===== src/rtl/synth_prog_pkg.sv =====
package synth_prog_pkg;

    // Destination code carried in bits [1:0] of the shifted word
    typedef enum logic [1:0] {
        DEST_REF  = 2'b00,
        DEST_NDIV = 2'b01,
        DEST_FUNC = 2'b10,
        DEST_INIT = 2'b11
    } dest_e;

    typedef enum logic [1:0] {
        ST_IDLE   = 2'd0,
        ST_COMMIT = 2'd1,
        ST_HOLD   = 2'd2
    } commit_state_e;

    localparam int NUM_LATCH = 4;
    localparam int CODE_W    = 2;

endpackage


===== src/rtl/sp_sync_edge.sv =====
module sp_sync_edge #(
    parameter int W      = 3,
    parameter int STAGES = 2
) (
    input  logic         clk,
    input  logic         rst_n,
    input  logic [W-1:0] d,
    output logic [W-1:0] level,
    output logic [W-1:0] rise
);

    logic [STAGES-1:0][W-1:0] chain;
    logic [W-1:0]             prev;

    generate
        if (STAGES == 1) begin : g_single
            always_ff @(posedge clk or negedge rst_n) begin
                if (!rst_n) chain <= '0;
                else        chain <= d;
            end
        end else begin : g_multi
            always_ff @(posedge clk or negedge rst_n) begin
                if (!rst_n) chain <= '0;
                else        chain <= {chain[STAGES-2:0], d};
            end
        end
    endgenerate

    always_ff @(posedge clk or negedge rst_n) begin
        if (!rst_n) prev <= '0;
        else        prev <= chain[STAGES-1];
    end

    assign level = chain[STAGES-1];
    assign rise  = chain[STAGES-1] & ~prev;

endmodule


===== src/rtl/sp_shift_reg.sv =====
module sp_shift_reg #(
    parameter int W = 24
) (
    input  logic         clk,
    input  logic         rst_n,
    input  logic         shift_en,
    input  logic         bit_in,
    output logic [W-1:0] word
);

    logic [W-1:0] sr;

    always_ff @(posedge clk or negedge rst_n) begin
        if (!rst_n)        sr <= '0;
        else if (shift_en) sr <= {sr[W-2:0], bit_in};
    end

    assign word = sr;

endmodule


===== src/rtl/sp_commit_fsm.sv =====
module sp_commit_fsm
    import synth_prog_pkg::*;
#(
    parameter int W = 24
) (
    input  logic                 clk,
    input  logic                 rst_n,
    input  logic                 le_rise,
    input  logic                 le_level,
    input  logic [W-1:0]         word_in,
    output logic [NUM_LATCH-1:0] wr,
    output logic [W-1:0]         word_out
);

    commit_state_e state, state_nx;
    logic [W-1:0]  word_q;
    dest_e         dest;

    // State register and snapshot
    always_ff @(posedge clk or negedge rst_n) begin
        if (!rst_n) begin
            state  <= ST_IDLE;
            word_q <= '0;
        end else begin
            state <= state_nx;
            if (state == ST_IDLE && le_rise) word_q <= word_in;
        end
    end

    // Transitions
    always_comb begin
        state_nx = state;
        unique case (state)
            ST_IDLE:   if (le_rise)  state_nx = ST_COMMIT;   // T_STROBE
            ST_COMMIT: state_nx = le_level ? ST_HOLD         // T_DONE_HIGH
                                           : ST_IDLE;        // T_DONE_LOW
            ST_HOLD:   if (!le_level) state_nx = ST_IDLE;    // T_RELEASE
            default:   state_nx = ST_IDLE;
        endcase
    end

    assign dest = dest_e'(word_q[CODE_W-1:0]);

    // Outputs
    always_comb begin
        wr = '0;
        unique case (state)
            ST_COMMIT: begin
                unique case (dest)
                    DEST_REF:  wr[DEST_REF]  = 1'b1;
                    DEST_NDIV: wr[DEST_NDIV] = 1'b1;
                    DEST_FUNC: wr[DEST_FUNC] = 1'b1;
                    DEST_INIT: begin
                        wr[DEST_INIT] = 1'b1;
                        wr[DEST_FUNC] = 1'b1;
                    end
                    default: wr = '0;
                endcase
            end
            ST_IDLE, ST_HOLD: wr = '0;
            default:          wr = '0;
        endcase
    end

    assign word_out = word_q;

endmodule


===== src/rtl/sp_latch_bank.sv =====
module sp_latch_bank #(
    parameter int W = 24,
    parameter int N = 4
) (
    input  logic                clk,
    input  logic                rst_n,
    input  logic [N-1:0]        wr,
    input  logic [W-1:0]        word,
    output logic [N-1:0][W-1:0] q
);

    generate
        for (genvar i = 0; i < N; i++) begin : g_latch
            logic [W-1:0] r;
            always_ff @(posedge clk or negedge rst_n) begin
                if (!rst_n)     r <= '0;
                else if (wr[i]) r <= word;
            end
            assign q[i] = r;
        end
    endgenerate

endmodule


===== src/rtl/synth_prog_port.sv =====
module synth_prog_port
    import synth_prog_pkg::*;
#(
    parameter int WORD_W      = 24,
    parameter int SYNC_STAGES = 2
) (
    input  logic              clk,
    input  logic              rst_n,
    input  logic              ser_clk,
    input  logic              ser_data,
    input  logic              ser_le,
    output logic [WORD_W-1:0] ref_word,
    output logic [WORD_W-1:0] ndiv_word,
    output logic [WORD_W-1:0] func_word,
    output logic [WORD_W-1:0] init_word
);

    localparam int LINE_CLK  = 2;
    localparam int LINE_DATA = 1;
    localparam int LINE_LE   = 0;

    logic [2:0]                      lines_lvl, lines_rise;
    logic                            shift_pulse, data_lvl, le_rise, le_lvl;
    logic [WORD_W-1:0]               shift_word, commit_word;
    logic [NUM_LATCH-1:0]            wr_vec;
    logic [NUM_LATCH-1:0][WORD_W-1:0] bank_q;

    sp_sync_edge #(.W(3), .STAGES(SYNC_STAGES)) u_sync (
        .clk   (clk),
        .rst_n (rst_n),
        .d     ({ser_clk, ser_data, ser_le}),
        .level (lines_lvl),
        .rise  (lines_rise)
    );

    assign shift_pulse = lines_rise[LINE_CLK];
    assign data_lvl    = lines_lvl[LINE_DATA];
    assign le_rise     = lines_rise[LINE_LE];
    assign le_lvl      = lines_lvl[LINE_LE];

    sp_shift_reg #(.W(WORD_W)) u_shift (
        .clk      (clk),
        .rst_n    (rst_n),
        .shift_en (shift_pulse),
        .bit_in   (data_lvl),
        .word     (shift_word)
    );

    sp_commit_fsm #(.W(WORD_W)) u_fsm (
        .clk      (clk),
        .rst_n    (rst_n),
        .le_rise  (le_rise),
        .le_level (le_lvl),
        .word_in  (shift_word),
        .wr       (wr_vec),
        .word_out (commit_word)
    );

    sp_latch_bank #(.W(WORD_W), .N(NUM_LATCH)) u_bank (
        .clk   (clk),
        .rst_n (rst_n),
        .wr    (wr_vec),
        .word  (commit_word),
        .q     (bank_q)
    );

    assign ref_word  = bank_q[DEST_REF];
    assign ndiv_word = bank_q[DEST_NDIV];
    assign func_word = bank_q[DEST_FUNC];
    assign init_word = bank_q[DEST_INIT];

endmodule


===== config.mk =====
export PLATFORM = sky130hd
export DESIGN_NAME = synth_prog_port
export DESIGN_NICKNAME = d
export VERILOG_FILES = /design/src/rtl/synth_prog_pkg.sv /design/src/rtl/sp_sync_edge.sv /design/src/rtl/sp_shift_reg.sv /design/src/rtl/sp_commit_fsm.sv /design/src/rtl/sp_latch_bank.sv /design/src/rtl/synth_prog_port.sv
export SDC_FILE = /design/constraint.sdc
export NUM_CORES = 1
export LEC_CHECK = 0
export ABC_AREA = 1
export BUFFER_PORTS_ARGS = -buffer_cell sky130_fd_sc_hd__buf_2
export CAP_MARGIN = 10
export CORE_MARGIN = 1.5
export CORE_UTILIZATION = 50
export CTS_CLUSTER_SIZE = 25
export DETAILED_ROUTE_END_ITERATION = 7
export GPL_TIMING_DRIVEN = 1
export HOLD_SLACK_MARGIN = 0.05
export PLACE_DENSITY = 0.72
export SLEW_MARGIN = 25
export SYNTH_ARGS = -nofsm -noshare
export SYNTH_HDL_FRONTEND = slang
export SYNTH_SLANG_ARGS = --single-unit

===== constraint.sdc =====
create_clock -name clk -period 3 [get_ports clk]
set_input_delay 0.3 -clock clk [delete_from_list [all_inputs] [get_ports clk]]
set_output_delay 0.3 -clock clk [all_outputs]
set_load 0.02 [all_outputs]

==> flow_metrics.py, run 1 <==
metrics = {
    "run_status": {
        "outcome": "finished clean",
    },
    "detailed_routing": {
        "drtIter0Drc": 360,
        "drt_first_pass_iters": 6,
        "route.detailed.wl_per_inst_um": 14.6,
        "vias_per_cell": 5.09,
        "final_antenna_net_count": 0,
        "routed_wl_um": 13000,
        "drcViolationCount": 0,
        "vias": 4522,
    },
    "timing": {
        "rsz0062_at_grt": "no",
        "fmax_mhz": 527,
        "fin_crit_sh": 0.632,
        "drv_slew": 0,
        "fin_crit_ns": 1.90,
        "setup_violations": 0,
        "setup_tns_ns": 0,
        "hold_viol": 0,
        "maxSlewHeadroom": 0.465,
        "fin_skew_ns": 0.00712,
        "max_slew.worst_pin.slew_ns": 0.803,
        "hold_slack_ns": 0.349,
    },
    "clock_tree": {
        "clk_pin_slew_ns": 0.06,
        "cts.sink_count": 154,
        "cts_buffers": 17,
        "cts_tree": "yes",
        "clk_latency_ns": 0.42,
        "max-clock-path-buffers": 2,
        "post-cts-setup-buffer-count": 0,
        "clockRootBuffer": "clkbuf_16",
        "htreeDepth": 4,
    },
    "worst_setup_path": {
        "worst_r2r_path_depth": 4,
        "end_kind": "register",
        "cp_data_required_time_ns": 3.26,
        "reg2reg_from": "u_sync.prev[2]",
        "crit_arrival_ns": 2.16,
        "cp-start-kind": "register",
        "critPathLaunch": "u_sync.prev[2]",
        "worstPathMaxFanout": 28,
        "crit_type": "reg -> reg",
    },
    "cells_and_area": {
        "fin_util": 0.625,
        "nNetsFinal": 738,
        "drive_above_1_share": 0.205,
        "area_delta_synth_final_pct": 21.8,
        "diodes": 0,
    },
    "power_and_ir_drop": {
        "power_density_nw_per_um2": 905,
        "vdd_ir_drop_max_mv": 0.467,
        "p_leak_nw": 4.18,
        "finalPower_w": 0.00646,
    },
    "yosys": {
        "avgSynthCellArea_um2": 9.27,
        "synth_top_family_by_area": "simple AND/OR/NAND/NOR gates",
        "synthMuxAreaShare": 0,
        "yosys.cell_types.count": 16,
        "synth_common_cells": "nand2_1 (302), dfrtp_1 (154), nand3_1 (110)",
        "netlist_area_um2": 5860,
        "synth_nets": 637,
        "synthAdderAreaFrac": 0,
        "ys_seq_area_frac": 0.658,
        "synth_compound_area_frac": 0.00811,
        "synthCells": 632,
        "synthFlopType": "dfrtp_1",
        "yosysTopAreaCellShare": 0.658,
        "yosysWarningCount": 0,
        "synth-edff-count": 0,
        "async_flop_share": 1.00,
        "yosysTopAreaCell": "dfrtp_1",
        "synth-simple-area-share": 0.297,
        "synth.ff_latch_count": 154,
        "netlist_top_cells_area": "dfrtp_1 (66%), nand2_1 (19%), nand3_1 (9.4%)",
        "synth_xor_area_frac": 0,
        "synth.most_common_cell": "nand2_1",
    },
    "floorplan": {
        "die_h_um": 111,
        "die-area_um2": 12400,
        "die_x_um": 111,
        "core_um2": 11400,
        "ios": 101,
        "rows": 39,
        "start_util": 0.513,
    },
    "global_routing": {
        "first_global_vias": 4344,
        "grt_pass1_wl_um": 21800,
        "antenna_found_initial": 0,
        "grt_usage": 0.221,
        "grt_max_degree": 88,
        "grt-ovfl-total": 0,
    },
    "place": {
        "dp_hpwl_um": 8620,
        "port_buffers": 100,
        "gp_congestion": 0.815,
    },
    "flow_run": {
        "maxCapViolCount": 0,
    },
    "worst_hold_path": {
        "min_path_type": "reg -> reg",
        "hp-start": "u_sync.chain[1]",
        "hold_depth": 0,
    },
}
kinds of logic after synthesis:
| family | after synthesis |
|---|---|
| AOI/OAI and AO/OA | 8 |
| DFF | 154 |
| and+or+nand+nor | 421 |
| buffers and inverters | 49 |
worst max-delay path, cell delays in order, from the launching register on:
cell and delay [ns]:
dfrtp_1 0.36, inv_1 0.40, nand2_1 0.63, nand2_1 0.24, o21ai_0 0.11
per-layer routing:
| metal | track usage | routed length (um) |
|---|---|---|
| met5 | 0 | 0 |
| met4 | 0.0878 | 301 |
| met3 | 0.0612 | 626 |
| met2 | 0.340 | 6160 |
| met1 | 0.300 | 5870 |
flip-flops by register name (all words and copies together), names as in the netlist:
signal            cells
u_sync.prev           2
u_fsm.state           2
u_shift.word         24
u_sync.chain          3
u_sync.level          3
u_fsm.word_out       24
u_bank.g_latch.r     96
final timing paths:
path | slack [ns] | to
setup / recovery | 1.10 | u_shift.word[23]
hold / removal | 0.35 | u_sync.level[1]
setup reg to reg | 1.10 | u_shift.word[23]
hold reg to reg | 0.35 | u_sync.level[1]
max in group asynchronous | 1.62 | u_bank.g_latch[1].r[8]
min in group asynchronous | 0.49 | u_bank.g_latch[0].r[19]
power by group:
part	internal (W)	switching [W]
Combinational	0.000425	0.000921
Sequential	0.00253	0.000376
Clock	0.00139	0.000822
Total	0.00434	0.00212
final cells by class:
| type | count | area (um^2) |
|---|---|---|
| Timing Repair Buffer | 117 | 644 |
| Tap cell | 143 | 179 |
| Clock inverter | 11 | 143 |
| Sequential cell | 154 | 3850 |
| Clock buffer | 21 | 480 |
| Fill cell | 943 | 4280 |
| Inverter | 14 | 52.6 |
| Multi-Input combinational cell | 429 | 1790 |
cells in the final DEF (no fill, tap or decap), types with 4 or more instances in the layout:
cell and instances:
clkinvlp_4 5, clkbuf_8 4, clkbuf_16 17, inv_1 12, dlygate4sd3_1 4, buf_4 13
nand2_1 302, dfrtp_1 154, nand3_1 110, buf_2 99, nor2_2 4
what timing repair did:
item,CTS,global route
gates resized for setup,0,0
hold buffers,4,0
endpoints found under the setup margin,0,0
hold endpoints to repair,87,0
per-stage QoR:
stage / area (um^2) / instances / setup slack (ns)
after detailed placement: 6470 / 853 / 1.13
after global routing: 7140 / 889 / 0.851
after floorplan: 5860 / 632 / 1.85
after CTS: 7140 / 889 / 1.10
after global placement: 6470 / 853 / 1.21
final: 7140 / 889 / 1.10
(Power assumes the default switching activity.)
==> run 2, diff against run 1 <==
==> constraint.sdc (replaced) <==
create_clock -name clk -period 1.9 [get_ports clk]
set_input_delay 0.19 -clock clk [delete_from_list [all_inputs] [get_ports clk]]
set_output_delay 0.19 -clock clk [all_outputs]
set_load 0.02 [all_outputs]
==> run 2 against run 1 <==
  * Maximum frequency rose by 30%
  * Worst hold slack lost 0.068 ns
  * Largest cell class unchanged
  * Final cell count increased by 0.34%
==> flow_metrics.py, run 2 (synthesis gave the netlist of run 1 again) <==
metrics = {
    "run_status": {
        "outcome": "finished clean",
    },
    "detailed_routing": {
        "vias_per_cell": 5.20,
        "route.met2.wl_um": 6200,
        "drt_first_pass_iters": 4,
        "wl_met3_um": 573,
        "final_antenna_net_count": 0,
        "drcViolationCount": 0,
        "vias": 4638,
        "wl_met1_um": 5920,
        "routed.top_layer": "met4",
        "route.detailed.wl_per_inst_um": 14.6,
        "drtIter0Drc": 402,
        "routed_wl_um": 13100,
    },
    "timing": {
        "maxSlewHeadroom": 0.458,
        "fin_skew_ns": 0.00871,
        "hold_viol": 0,
        "fin_crit_ns": 1.45,
        "rsz0062_at_grt": "no",
        "fin_crit_sh": 0.765,
        "fmax_mhz": 688,
        "setup_tns_ns": 0,
        "hold_slack_ns": 0.282,
        "max_slew.worst_pin.slew_ns": 0.810,
        "drv_slew": 0,
        "setup_violations": 0,
    },
    "clock_tree": {
        "htreeDepth": 4,
        "ctsResizeCount": 0,
        "cts_buffers": 17,
        "cts_tree": "yes",
        "post-cts-setup-buffer-count": 0,
        "max-clock-path-buffers": 2,
        "clk_latency_ns": 0.43,
        "cts.sink_count": 154,
        "clk_pin_slew_ns": 0.06,
        "cts-hold-fix-buffers": 4,
        "clockRootBuffer": "clkbuf_16",
    },
    "place": {
        "dp_hpwl_um": 8620,
        "placed_cell_area_um2": 6520,
        "port_buffers": 100,
        "gp_congestion": 0.807,
    },
    "floorplan": {
        "die_x_um": 111,
        "rows": 39,
        "die_h_um": 111,
        "ios": 101,
        "start_util": 0.513,
        "core_um2": 11400,
        "die-area_um2": 12400,
    },
    "worst_setup_path": {
        "worstPathMaxFanout": 22,
        "crit_slowest_cell": "nand2_1",
        "cp.buffers_inverters": 0,
        "reg2reg_slack_ns": 0.45,
        "cp_data_required_time_ns": 2.22,
        "crit_chain": "nor2_4, nand2_1, nand2_1, nand2_1",
        "slowest_delay_ns": 0.44,
        "reg2reg_from": "u_fsm.state[1]",
        "end_kind": "register",
        "worst_r2r_path_depth": 4,
        "crit_arrival_ns": 1.77,
        "crit_type": "reg -> reg",
        "reg2reg_to": "u_bank.g_latch[0].r[18]",
        "cp-start-kind": "register",
        "cp_top_family": "simple AND/OR/NAND/NOR gates",
        "crit_top_cell": "nand2_1",
    },
    "power_and_ir_drop": {
        "p_leak_nw": 4.21,
        "vdd_ir_drop_max_mv": 0.807,
        "power_density_nw_per_um2": 1420,
    },
    "cells_and_area": {
        "drive_above_1_share": 0.203,
        "final_cell_mix": "nand2_1 (302), dfrtp_1 (154), nand3_1 (110)",
        "stdcell_area_um2": 7170,
        "top_register": "u_bank.g_latch.r",
        "diodes": 0,
        "area_delta_synth_final_pct": 22.4,
        "largest_reg_flops": 96,
        "final_common_cell": "nand2_1",
        "nNetsFinal": 741,
    },
    "global_routing": {
        "antenna_found_initial": 0,
        "grt-ovfl-total": 0,
        "grt_usage": 0.220,
        "first_global_vias": 4320,
        "grt_max_degree": 55,
        "grt_pass1_wl_um": 21600,
    },
    "worst_hold_path": {
        "min_path_type": "in -> async",
    },
    "flow_run": {
        "maxCapViolCount": 0,
    },
}
-- run 2: cell type report --
| type | count | area (um^2) |
|---|---|---|
| clock inverter | 7 | 113 |
| inverter | 14 | 52.6 |
| tap | 143 | 179 |
| timing repair buffer | 120 | 692 |
| sequential | 154 | 3850 |
| multi-input combinational | 429 | 1790 |
| clock buffer | 25 | 495 |
| fill | 951 | 4250 |
-- run 2: metal layers --
metal / up-vias / GRT usage
met1: 2274 / 0.304
li1: 2208 / -
met5: - / 0
met3: 24 / 0.0503
met2: 132 / 0.335
met4: 0 / 0.0996
-- run 2: worst max-delay path by stage --
stage | from | endpoint | slack [ns] | depth (start not counted)
CTS | u_fsm.state[1] | u_bank.g_latch[0].r[18] | 0.44 | 4
global route | u_fsm.state[0] | u_bank.g_latch[0].r[18] | 0.34 | 5
finish | u_fsm.state[1] | u_bank.g_latch[0].r[18] | 0.45 | 4
detailed placement | u_fsm.state[1] | u_bank.g_latch[0].r[18] | 0.45 | 4
global placement | u_fsm.state[1] | u_bank.g_latch[0].r[5] | 0.50 | 4
floorplan | u_fsm.state[1] | u_fsm.word_out[10] | 0.75 | 5
-- run 2: per-stage QoR --
stage / worst slack [ns] / cells / utilization / power [W]
after global placement: 0.500 / 856 / 0.571 / 0.00670
final: 0.446 / 892 / 0.628 / 0.0102
after floorplan: 0.751 / 632 / - / 0.00583
after global routing: 0.338 / 892 / 0.628 / 0.0107
after detailed placement: 0.447 / 856 / 0.571 / 0.00677
after CTS: 0.440 / 892 / 0.628 / 0.0102
-- run 2: power breakdown --
part	switching (W)	leakage [nW]	internal, W
registers	0.000597	2.06	0.00399
clock network	0.00126	0.297	0.00220
logic	0.00145	1.85	0.000683
